===== config.mk =====
export PLATFORM = sky130hd
export DESIGN_NAME = sniffAccReg
export DESIGN_NICKNAME = d
export VERILOG_FILES = /design/src/rtl/sniffAccPkg.sv /design/src/rtl/sniffAccCtrl.sv /design/src/rtl/sniffAccPath.sv /design/src/rtl/sniffAccReg.sv
export SDC_FILE = /design/constraint.sdc
export NUM_CORES = 1
export LEC_CHECK = 0
export CORE_MARGIN = 4
export CORE_UTILIZATION = 40
export DETAILED_ROUTE_END_ITERATION = 8
export GPL_TIMING_DRIVEN = 0
export RECOVER_POWER = 50
export REMOVE_ABC_BUFFERS = 1
export SLEW_MARGIN = 20
export SYNTH_ARGS = -nofsm -noshare
export SYNTH_HDL_FRONTEND = slang
export SYNTH_SLANG_ARGS = --single-unit

===== constraint.sdc =====
create_clock -name clk -period 7.25 [get_ports clk]
set_input_delay 1.45 -clock clk [delete_from_list [all_inputs] [get_ports clk]]
set_output_delay 1.45 -clock clk [all_outputs]
set_load 0.1 [all_outputs]

===== src/rtl/sniffAccPkg.sv =====
package sniffAccPkg;
  localparam int WORD_W = 32;

  typedef enum logic [1:0] {
    ACC_PLAIN = 2'd0,
    ACC_XOR   = 2'd1,
    ACC_SET   = 2'd2,
    ACC_CLR   = 2'd3
  } accessKind_e;

  typedef struct packed {
    logic        accWr;
    accessKind_e kind;
    logic        addEn;
    logic        swap;
  } dpStrobe_t;

  function automatic logic [WORD_W-1:0] applyAccess(
    input logic [WORD_W-1:0] oldVal,
    input logic [WORD_W-1:0] wrVal,
    input accessKind_e       kind
  );
    unique case (kind)
      ACC_PLAIN: applyAccess = wrVal;
      ACC_XOR:   applyAccess = oldVal ^ wrVal;
      ACC_SET:   applyAccess = oldVal | wrVal;
      default:   applyAccess = oldVal & ~wrVal;
    endcase
  endfunction
endpackage


===== src/rtl/sniffAccCtrl.sv =====
module sniffAccCtrl
  import sniffAccPkg::*;
#(
  parameter int ADDR_W    = 14,
  parameter int ALIAS_LSB = 12,
  parameter int CTRL_WORD = 0,
  parameter int ACC_WORD  = 1,
  parameter int MODE_W    = 4,
  parameter int MODE_LSB  = 5,
  parameter logic [MODE_W-1:0] ADD_MODE = 4'hF
) (
  input  logic              clk,
  input  logic              rstN,
  input  logic              wrEn,
  input  logic [ADDR_W-1:0] addr,
  input  logic [WORD_W-1:0] wrData,
  input  logic              sniffValid,
  input  logic              sniffSwap,
  output dpStrobe_t         strobe,
  output logic [WORD_W-1:0] ctrlImage,
  output logic              ctrlSel,
  output logic              accSel
);
  localparam int WSEL_W = ALIAS_LSB - 2;
  localparam logic [WORD_W-1:0] CTRL_MASK =
    WORD_W'(((1 << MODE_W) - 1) << MODE_LSB) | WORD_W'(1);

  logic [WSEL_W-1:0]  wordSel;
  logic               aligned;
  accessKind_e        kind;
  logic               ctrlWr;
  logic [WORD_W-1:0]  ctrlQ;
  logic               enableQ;
  logic [MODE_W-1:0]  modeQ;

  assign wordSel = addr[ALIAS_LSB-1:2];
  assign aligned = (addr[1:0] == 2'b00);
  assign kind    = accessKind_e'(addr[ADDR_W-1:ALIAS_LSB]);
  assign ctrlSel = aligned && (wordSel == WSEL_W'(CTRL_WORD));
  assign accSel  = aligned && (wordSel == WSEL_W'(ACC_WORD));
  assign ctrlWr  = wrEn && ctrlSel;

  assign enableQ = ctrlQ[0];
  assign modeQ   = ctrlQ[MODE_LSB +: MODE_W];

  always_ff @(posedge clk) begin
    if (!rstN) begin
      ctrlQ <= '0;
    end else if (ctrlWr) begin
      ctrlQ <= applyAccess(ctrlQ, wrData, kind) & CTRL_MASK;
    end
  end

  assign ctrlImage = ctrlQ;

  always_comb begin
    strobe.accWr = wrEn && accSel;
    strobe.kind  = kind;
    strobe.addEn = sniffValid && enableQ && (modeQ == ADD_MODE);
    strobe.swap  = sniffSwap;
  end


  sniff_needs_enable_chk: assert property (@(posedge clk) disable iff (!rstN)
    (sniffValid && !ctrlImage[0]) |-> !strobe.addEn);


  one_target_chk: assert property (@(posedge clk) disable iff (!rstN)
    $onehot0({strobe.accWr, ctrlWr}));


  ctrl_reserved_zero_chk: assert property (@(posedge clk) disable iff (!rstN)
    ctrlWr |=> ((ctrlImage & ~CTRL_MASK) == '0));
endmodule


===== src/rtl/sniffAccPath.sv =====
module sniffAccPath
  import sniffAccPkg::*;
#(
  parameter int BYTE_W = 8
) (
  input  logic              clk,
  input  logic              rstN,
  input  dpStrobe_t         strobe,
  input  logic [WORD_W-1:0] wrData,
  input  logic [WORD_W-1:0] sniffData,
  output logic [WORD_W-1:0] accQ
);
  localparam int NBYTES = WORD_W / BYTE_W;

  logic [WORD_W-1:0] reversed;
  logic [WORD_W-1:0] addend;
  logic [WORD_W-1:0] afterWrite;
  logic [WORD_W-1:0] accNext;

  for (genvar b = 0; b < NBYTES; b++) begin : g_rev
    assign reversed[b*BYTE_W +: BYTE_W] = sniffData[(NBYTES-1-b)*BYTE_W +: BYTE_W];
  end

  assign addend     = strobe.swap ? reversed : sniffData;
  assign afterWrite = strobe.accWr ? applyAccess(accQ, wrData, strobe.kind) : accQ;
  assign accNext    = strobe.addEn ? afterWrite + addend : afterWrite;

  always_ff @(posedge clk) begin
    if (!rstN) accQ <= '0;
    else       accQ <= accNext;
  end


  idle_hold_chk: assert property (@(posedge clk) disable iff (!rstN)
    (!strobe.addEn && !strobe.accWr) |=> $stable(accQ));


  add_wrap_chk: assert property (@(posedge clk) disable iff (!rstN)
    (strobe.addEn && !strobe.accWr && !strobe.swap) |=>
      accQ == $past(accQ) + $past(sniffData));


  xor_then_add_chk: assert property (@(posedge clk) disable iff (!rstN)
    (strobe.addEn && strobe.accWr && strobe.kind == ACC_XOR && !strobe.swap) |=>
      accQ == ($past(accQ) ^ $past(wrData)) + $past(sniffData));


  swap_low_byte_chk: assert property (@(posedge clk) disable iff (!rstN)
    (strobe.addEn && !strobe.accWr && strobe.swap) |=>
      accQ[BYTE_W-1:0] == $past(accQ[BYTE_W-1:0]) + $past(sniffData[WORD_W-1 -: BYTE_W]));
endmodule


===== src/rtl/sniffAccReg.sv =====
module sniffAccReg
  import sniffAccPkg::*;
#(
  parameter int ADDR_W    = 14,
  parameter int ALIAS_LSB = 12
) (
  input  logic              clk,
  input  logic              rstN,
  input  logic              wrEn,
  input  logic [ADDR_W-1:0] addr,
  input  logic [WORD_W-1:0] wrData,
  output logic [WORD_W-1:0] rdData,
  input  logic              sniffValid,
  input  logic [WORD_W-1:0] sniffData,
  input  logic              sniffSwap
);
  dpStrobe_t         strobe;
  logic [WORD_W-1:0] ctrlImage;
  logic [WORD_W-1:0] accQ;
  logic              ctrlSel;
  logic              accSel;

  sniffAccCtrl #(.ADDR_W(ADDR_W), .ALIAS_LSB(ALIAS_LSB)) uCtrl (
    .clk, .rstN, .wrEn, .addr, .wrData, .sniffValid, .sniffSwap,
    .strobe, .ctrlImage, .ctrlSel, .accSel
  );

  sniffAccPath uPath (
    .clk, .rstN, .strobe, .wrData, .sniffData, .accQ
  );

  always_comb begin
    if (ctrlSel)     rdData = ctrlImage;
    else if (accSel) rdData = accQ;
    else             rdData = '0;
  end
endmodule


Yosys cells after proc, flatten, opt, wreduce, memory -nomap -nowiden
Index checks and enable logic that the tools add are counted.
Widths: inputs -> output; s select.
{"block": "op_classes", "reduce_logical": 9, "bitwise_logic": 7, "n_eq_ne": 4, "n_mux": 7, "n_addsub": 1}
{"cell": "$mux 32", "n": 5}
{"cell": "$pmux 32 s3", "n": 1}
{"cell": "$add 32x32->32", "n": 1}
{"cell": "$and 32x32->32", "n": 1}
{"cell": "$not 32->32", "n": 1}
{"cell": "$or 32x32->32", "n": 1}
{"cell": "$xor 32x32->32", "n": 1}
{"cell": "$pmux 9 s3", "n": 1}
{"cell": "$eq 10x1->1 const B", "n": 1}
{"cell": "$logic_not 10->1", "n": 1}
{"cell": "$and 9x9->9", "n": 1}
{"cell": "$or 9x9->9", "n": 1}
{"cell": "$xor 9x9->9", "n": 1}
{"cell": "$logic_and 1x1->1", "n": 6}
{"cell": "$eq 4x4->1 const B", "n": 1}
{"cell": "$logic_not 2->1", "n": 2}
{"cell": "$eq 2x1->1 const B", "n": 1}
{"cell": "$eq 2x2->1 const B", "n": 1}
{"block": "word_totals", "wordCells": 30, "register_bits": 37, "out_inout_bits": 32}

Longest topological paths before layout
{"block": "depth", "word_depth": 6, "depth_mapped": 17, "depth_no_buf": 17}

Hierarchy
From an unflattened synthesis, not the netlist that was laid out.
{"block": "unflattened", "hier_cells": 808, "area_unflattened_um2": 6627.6}
{"module": "sniffAccPath", "area_each_um2": 5420.2, "instances": 1, "cells_each": 663}
{"module": "sniffAccCtrl", "area_each_um2": 845.8, "instances": 1, "cells_each": 101}
{"module": "sniffAccReg", "area_each_um2": 361.6, "instances": 1, "cells_each": 44}

Least setup slack after synthesis
Ideal clock, no wire load.
{"block": "synth_path", "path_kind": "in2out", "start": "input port addr[5]", "end": "output port rdData[26]", "t_required_ns": 5.800, "setup_slack_ns": 1.575, "arrival_ns": 4.225, "cell_stages": 4, "path_cell_list": "nor4_1 -> nand4b_1 -> clkbuf_1 -> nor3_1"}
{"block": "synth_via", "elab_chain_len": 4, "elab_cells_between_ends": 6, "classes_between": "1 x eq/ne; 2 x mux; 3 x reduce/logical"}
{"element": "start, declared", "line_no": "sniffAccReg.sv:10", "rtl": "input logic [ADDR_W-1:0] addr,"}
{"element": "$eq 10x1->1", "line_no": "sniffAccCtrl.sv:40", "rtl": "assign accSel = aligned && (wordSel == WSEL_W'(ACC_WORD));"}
{"element": "$logic_and 1x1->1", "line_no": "sniffAccCtrl.sv:40"}
{"element": "$mux 32", "line_no": "sniffAccReg.sv:34", "rtl": "else if (accSel) rdData = accQ;"}
{"element": "$mux 32 (*)", "line_no": "sniffAccReg.sv:33", "rtl": "if (ctrlSel) rdData = ctrlImage;"}
{"element": "end, declared", "line_no": "sniffAccReg.sv:12", "rtl": "output logic [WORD_W-1:0] rdData,"}
Mark *: on every way between the ends. The rest lies on a longest branch, timed or not.

Worst setup path after layout
{"block": "layout_path", "start": "input port addr[1]", "end": "register uPath.accQ[30]"}
{"block": "layout_via", "elab_chain_len": 6}
{"element": "$logic_not 2->1 (*)", "line_no": "sniffAccCtrl.sv:37", "rtl": "assign aligned = (addr[1:0] == 2'b00);"}
{"element": "$logic_and 1x1->1 (*)", "line_no": "sniffAccCtrl.sv:40"}
{"element": "$logic_and 1x1->1 (*)", "line_no": "sniffAccCtrl.sv:57", "rtl": "strobe.accWr = wrEn && accSel;"}
{"element": "$mux 32 (*)", "line_no": "sniffAccPath.sv:25", "rtl": "assign afterWrite = strobe.accWr ? applyAccess(accQ, wrData, strobe.kind) : accQ;"}
{"element": "$add 32x32->32", "line_no": "sniffAccPath.sv:26", "rtl": "assign accNext = strobe.addEn ? afterWrite + addend : afterWrite;"}
{"element": "$mux 32 (*)", "line_no": "sniffAccPath.sv:26"}
{"element": "end signal, assigned", "line_no": "sniffAccPath.sv:30", "rtl": "else accQ <= accNext;"}
{"element": "end, declared", "line_no": "sniffAccPath.sv:11", "rtl": "output logic [WORD_W-1:0] accQ"}
Marks and branches as above.
A chain may end at the register's enable or synchronous reset.

==> results_dict.tcl <==
set metrics [dict create \
    clockBufferDepth 2 \
    drt_iter0_drc 327 \
    synth_flop_cell "dfxtp_1" \
    period_share_pct 91.0 \
    netlist_instances 776 \
    initial_core_util_pct 40.8 \
    syn_area_mm2 0.00617 \
    cts_tree "built" \
    dieArea_mm2 0.0175 \
    post_dp_cell_area_mm2 0.00745 \
    num-nets-final 1049 \
    postCtsHoldBufs 0 \
    fmax_mhz 152 \
    worstSetupPathType "primary input to flip-flop" \
    critPathTopFamily "compound AO/OA/AOI/OAI gates" \
    place_ws_ns 0.369 \
    routed_wl_mm 17.1 \
    syn_to_final_growth_pct 22.8 \
    critical_path_arrival_ns 6.76 \
    drc_errors 0 \
    cts_root_buf "clkbuf_16" \
    p_per_area_mw_per_mm2 84.0 \
    ioPinCount 115 \
    fin_hold_ws_ns 0.581 \
    grt_max_degree 61 \
    post_cts_buffers 0 \
    io_buffers 114 \
    core_mm2 0.0151 \
    drive_gt1_share_pct 11.3 \
    required_ns 7.42 \
    fin_skew_ns 0.00852 \
    synth_seq_cells 37 \
    cp_slowest_cell "o41ai_2" \
    final_max_slew_viol_count 0 \
    cp_max_fo 60 \
    grt_pass1_vias 5889 \
    setup_viol 0 \
    outcome "completed" \
    drv_cap 0 \
    fill_cells 1462 \
    hpwl_mm 13.2 \
    final_design_area_no_fill_mm2 0.00758 \
    rsz0062_at_grt "false" \
    vias_per_cell 5.56 \
    avgSynthCellArea_um2 7.95 \
    die_w_um 132 \
    utilization_pct 50.1 \
    async_flop_share_pct 0 \
    path_cells "clkdlybuf4s50_1 -> nor4_1 -> nand4b_1 -> buf_6 -> nor2_1 -> nand2_4 -> a21oi_1 -> ha_1 -> inv_1 -> fa_1 -> nand2b_1 -> a211oi_1 -> nor3_1 -> o41ai_2 -> a31oi_1 -> o21ai_0 -> mux2i_1 -> a21boi_0" \
    antenna_found_initial 0 \
    end_kind "flip-flop" \
    overflow 0 \
    layout.cells.non_filler 1048 \
    tightest_slew_ns 1.10 \
    clkTransAtPathRegs_ns 0.06 \
    h-tree-depth 2 \
    row_count 45 \
    routed-via-count 5831 \
    die_y_um 132 \
    seq_area_frac_synth_pct 12.0 \
    grt_pass1_wl_mm 28.3 \
    ant_nets 0 \
    cpPeakStageDelay_ns 0.55 \
    final.setup.worst_slack_ns 0.653 \
    cts_sinks 37 \
    cts.repair.resized 0 \
    cts_buffers 5 \
    min_path_type "flip-flop to flip-flop" \
    grt_usage_pct 19.2 \
    drtPass1Iterations 5 \
    min_period_ns 6.60 \
    cp_num_buf_inv 3 \
    max-vdd-ir-drop_mv 0.0762 \
    yosysUniqueCellTypes 56 \
    hold_viol 0 \
    start_kind "primary input" \
    clkLatencyLatePin_ns 0.29 \
    p_leak_uw 0.00339 \
    slew_headroom_pct 26.8 \
    antenna_cells 0 \
    dp_cells 1041 \
    routedWlPerCell_um 16.3 \
    synth_warnings 0 \
    synth-edff-count 0 \
    place_congestion 0.903 \
]
[worst reg2reg max path: stages (launching register included)]
cell      delay, ns
dfxtp_1        0.36
inv_1          0.07
ha_1           0.27
mux4_2         0.45
mux2i_1        0.30
inv_1          0.09
ha_1           0.32
a211oi_1       0.46
nor3_1         0.20
o21ai_1        0.28
a21oi_1        0.18
a311oi_2       0.44
o21ai_1        0.14
mux2_1         0.32
a2111o_1       0.38
[worst paths after layout]
path                                         start  depth (start not counted)  slack, ns                  to
worst max-delay path                       addr[1]                         18       0.65      uPath.accQ[30]
worst min-delay path            uCtrl.ctrlImage[5]                          1       0.58  uCtrl.ctrlImage[5]
worst max register to register       uPath.accQ[1]                         14       2.89      uPath.accQ[25]
worst min register to register  uCtrl.ctrlImage[5]                          1       0.58  uCtrl.ctrlImage[5]
[cell usage in the layout, fill, tap and decap left out, drive strengths merged, types with 19 or more instances in the layout]
cell type      count
nor2              57
ha               105
nor3              34
clkdlybuf4s50     91
nand2             49
inv              105
dfxtp             37
o21ai             20
mux2              46
mux4              26
dlygate4sd3       19
a211oi            20
a21oi             79
[metal layers]
layer | share of wire [%] | routed length [um] | vias to the layer above | track usage, %
met1 | 47 | 8090 | 2763 | 25.4
met4 | 1.6 | 277 | 0 | 5.20
met3 | 4.1 | 702 | 20 | 2.90
met2 | 47 | 8020 | 141 | 32.8
met5 | 0 | 0 | - | 0
li1 | - | - | 2907 | -
[cells by family after synthesis]
logic type               after synthesis  synth area share, %
XOR/XNOR                              18                 2.55
AO/OA/AOI/OAI                        186                 19.8
adder cells (fa/ha/maj)              106                 21.6
multiplexers                          84                 19.8
buffers and inverters                147                 9.00
AND/OR/NAND/NOR                      198                 15.2
flip-flops                            37                 12.0
[layout make-up]
class                   count  area (um^2)  share of cell area, %
clock buffers               7          143                   1.88
inverters                 105          394                   5.20
multi-input cells         592         4880                   64.3
flip-flops and latches     37          741                   9.77
well taps                 188          235                   3.10
repair buffers            119         1190                   15.7
[state kept, by name (all words and copies together) (netlist names)]
name	flops
uPath.accQ	32
uCtrl.ctrlImage	5
[metrics by stage]
step / power, uW / setup TNS (ns)
2_1_floorplan: 322 / 0
3_5_place_dp: 417 / 0
5_1_grt: 671 / 0
6_report: 637 / 0
4_1_cts: 645 / 0
3_3_place_gp: 414 / -26.21
[power by group]
group / switching (uW) / internal [uW]
registers: 0.0262 / 203
logic: 98.9 / 111
clock network: 88.7 / 135
[Yosys cell counts (3+ instances only)]
master / n / area (um^2)
mux2i_1: 12 / 120
nor2b_1: 9 / 56.3
nand3_1: 11 / 55.1
a21o_1: 12 / 90.1
a211oi_1: 17 / 128
and3_1: 4 / 25.0
nor2_1: 57 / 214
buf_1: 8 / 30.0
o21ai_0: 16 / 80.1
ha_1: 105 / 1310
o211ai_1: 5 / 37.5
a21oi_1: 79 / 395
a211o_1: 4 / 35.0
a22o_1: 5 / 43.8
mux2_2: 45 / 507
dfxtp_1: 37 / 741
and2_1: 4 / 25.0
or3_1: 5 / 31.3
xnor2_1: 10 / 87.6
o21ai_1: 3 / 15.0
clkbuf_1: 31 / 116
nand2b_1: 4 / 25.0
o211a_1: 6 / 60.1
nand2_1: 49 / 184
mux4_2: 26 / 586
o21bai_1: 6 / 45.0
nor3_1: 33 / 165
inv_1: 104 / 390
nand4_1: 6 / 37.5
a211oi_2: 3 / 37.5
buf_2: 3 / 15.0
nor3b_1: 5 / 37.5
a21boi_0: 10 / 75.1
a31oi_1: 3 / 18.8
xor2_1: 8 / 70.1
No activity file was read; power rests on OpenSTA's default activity.
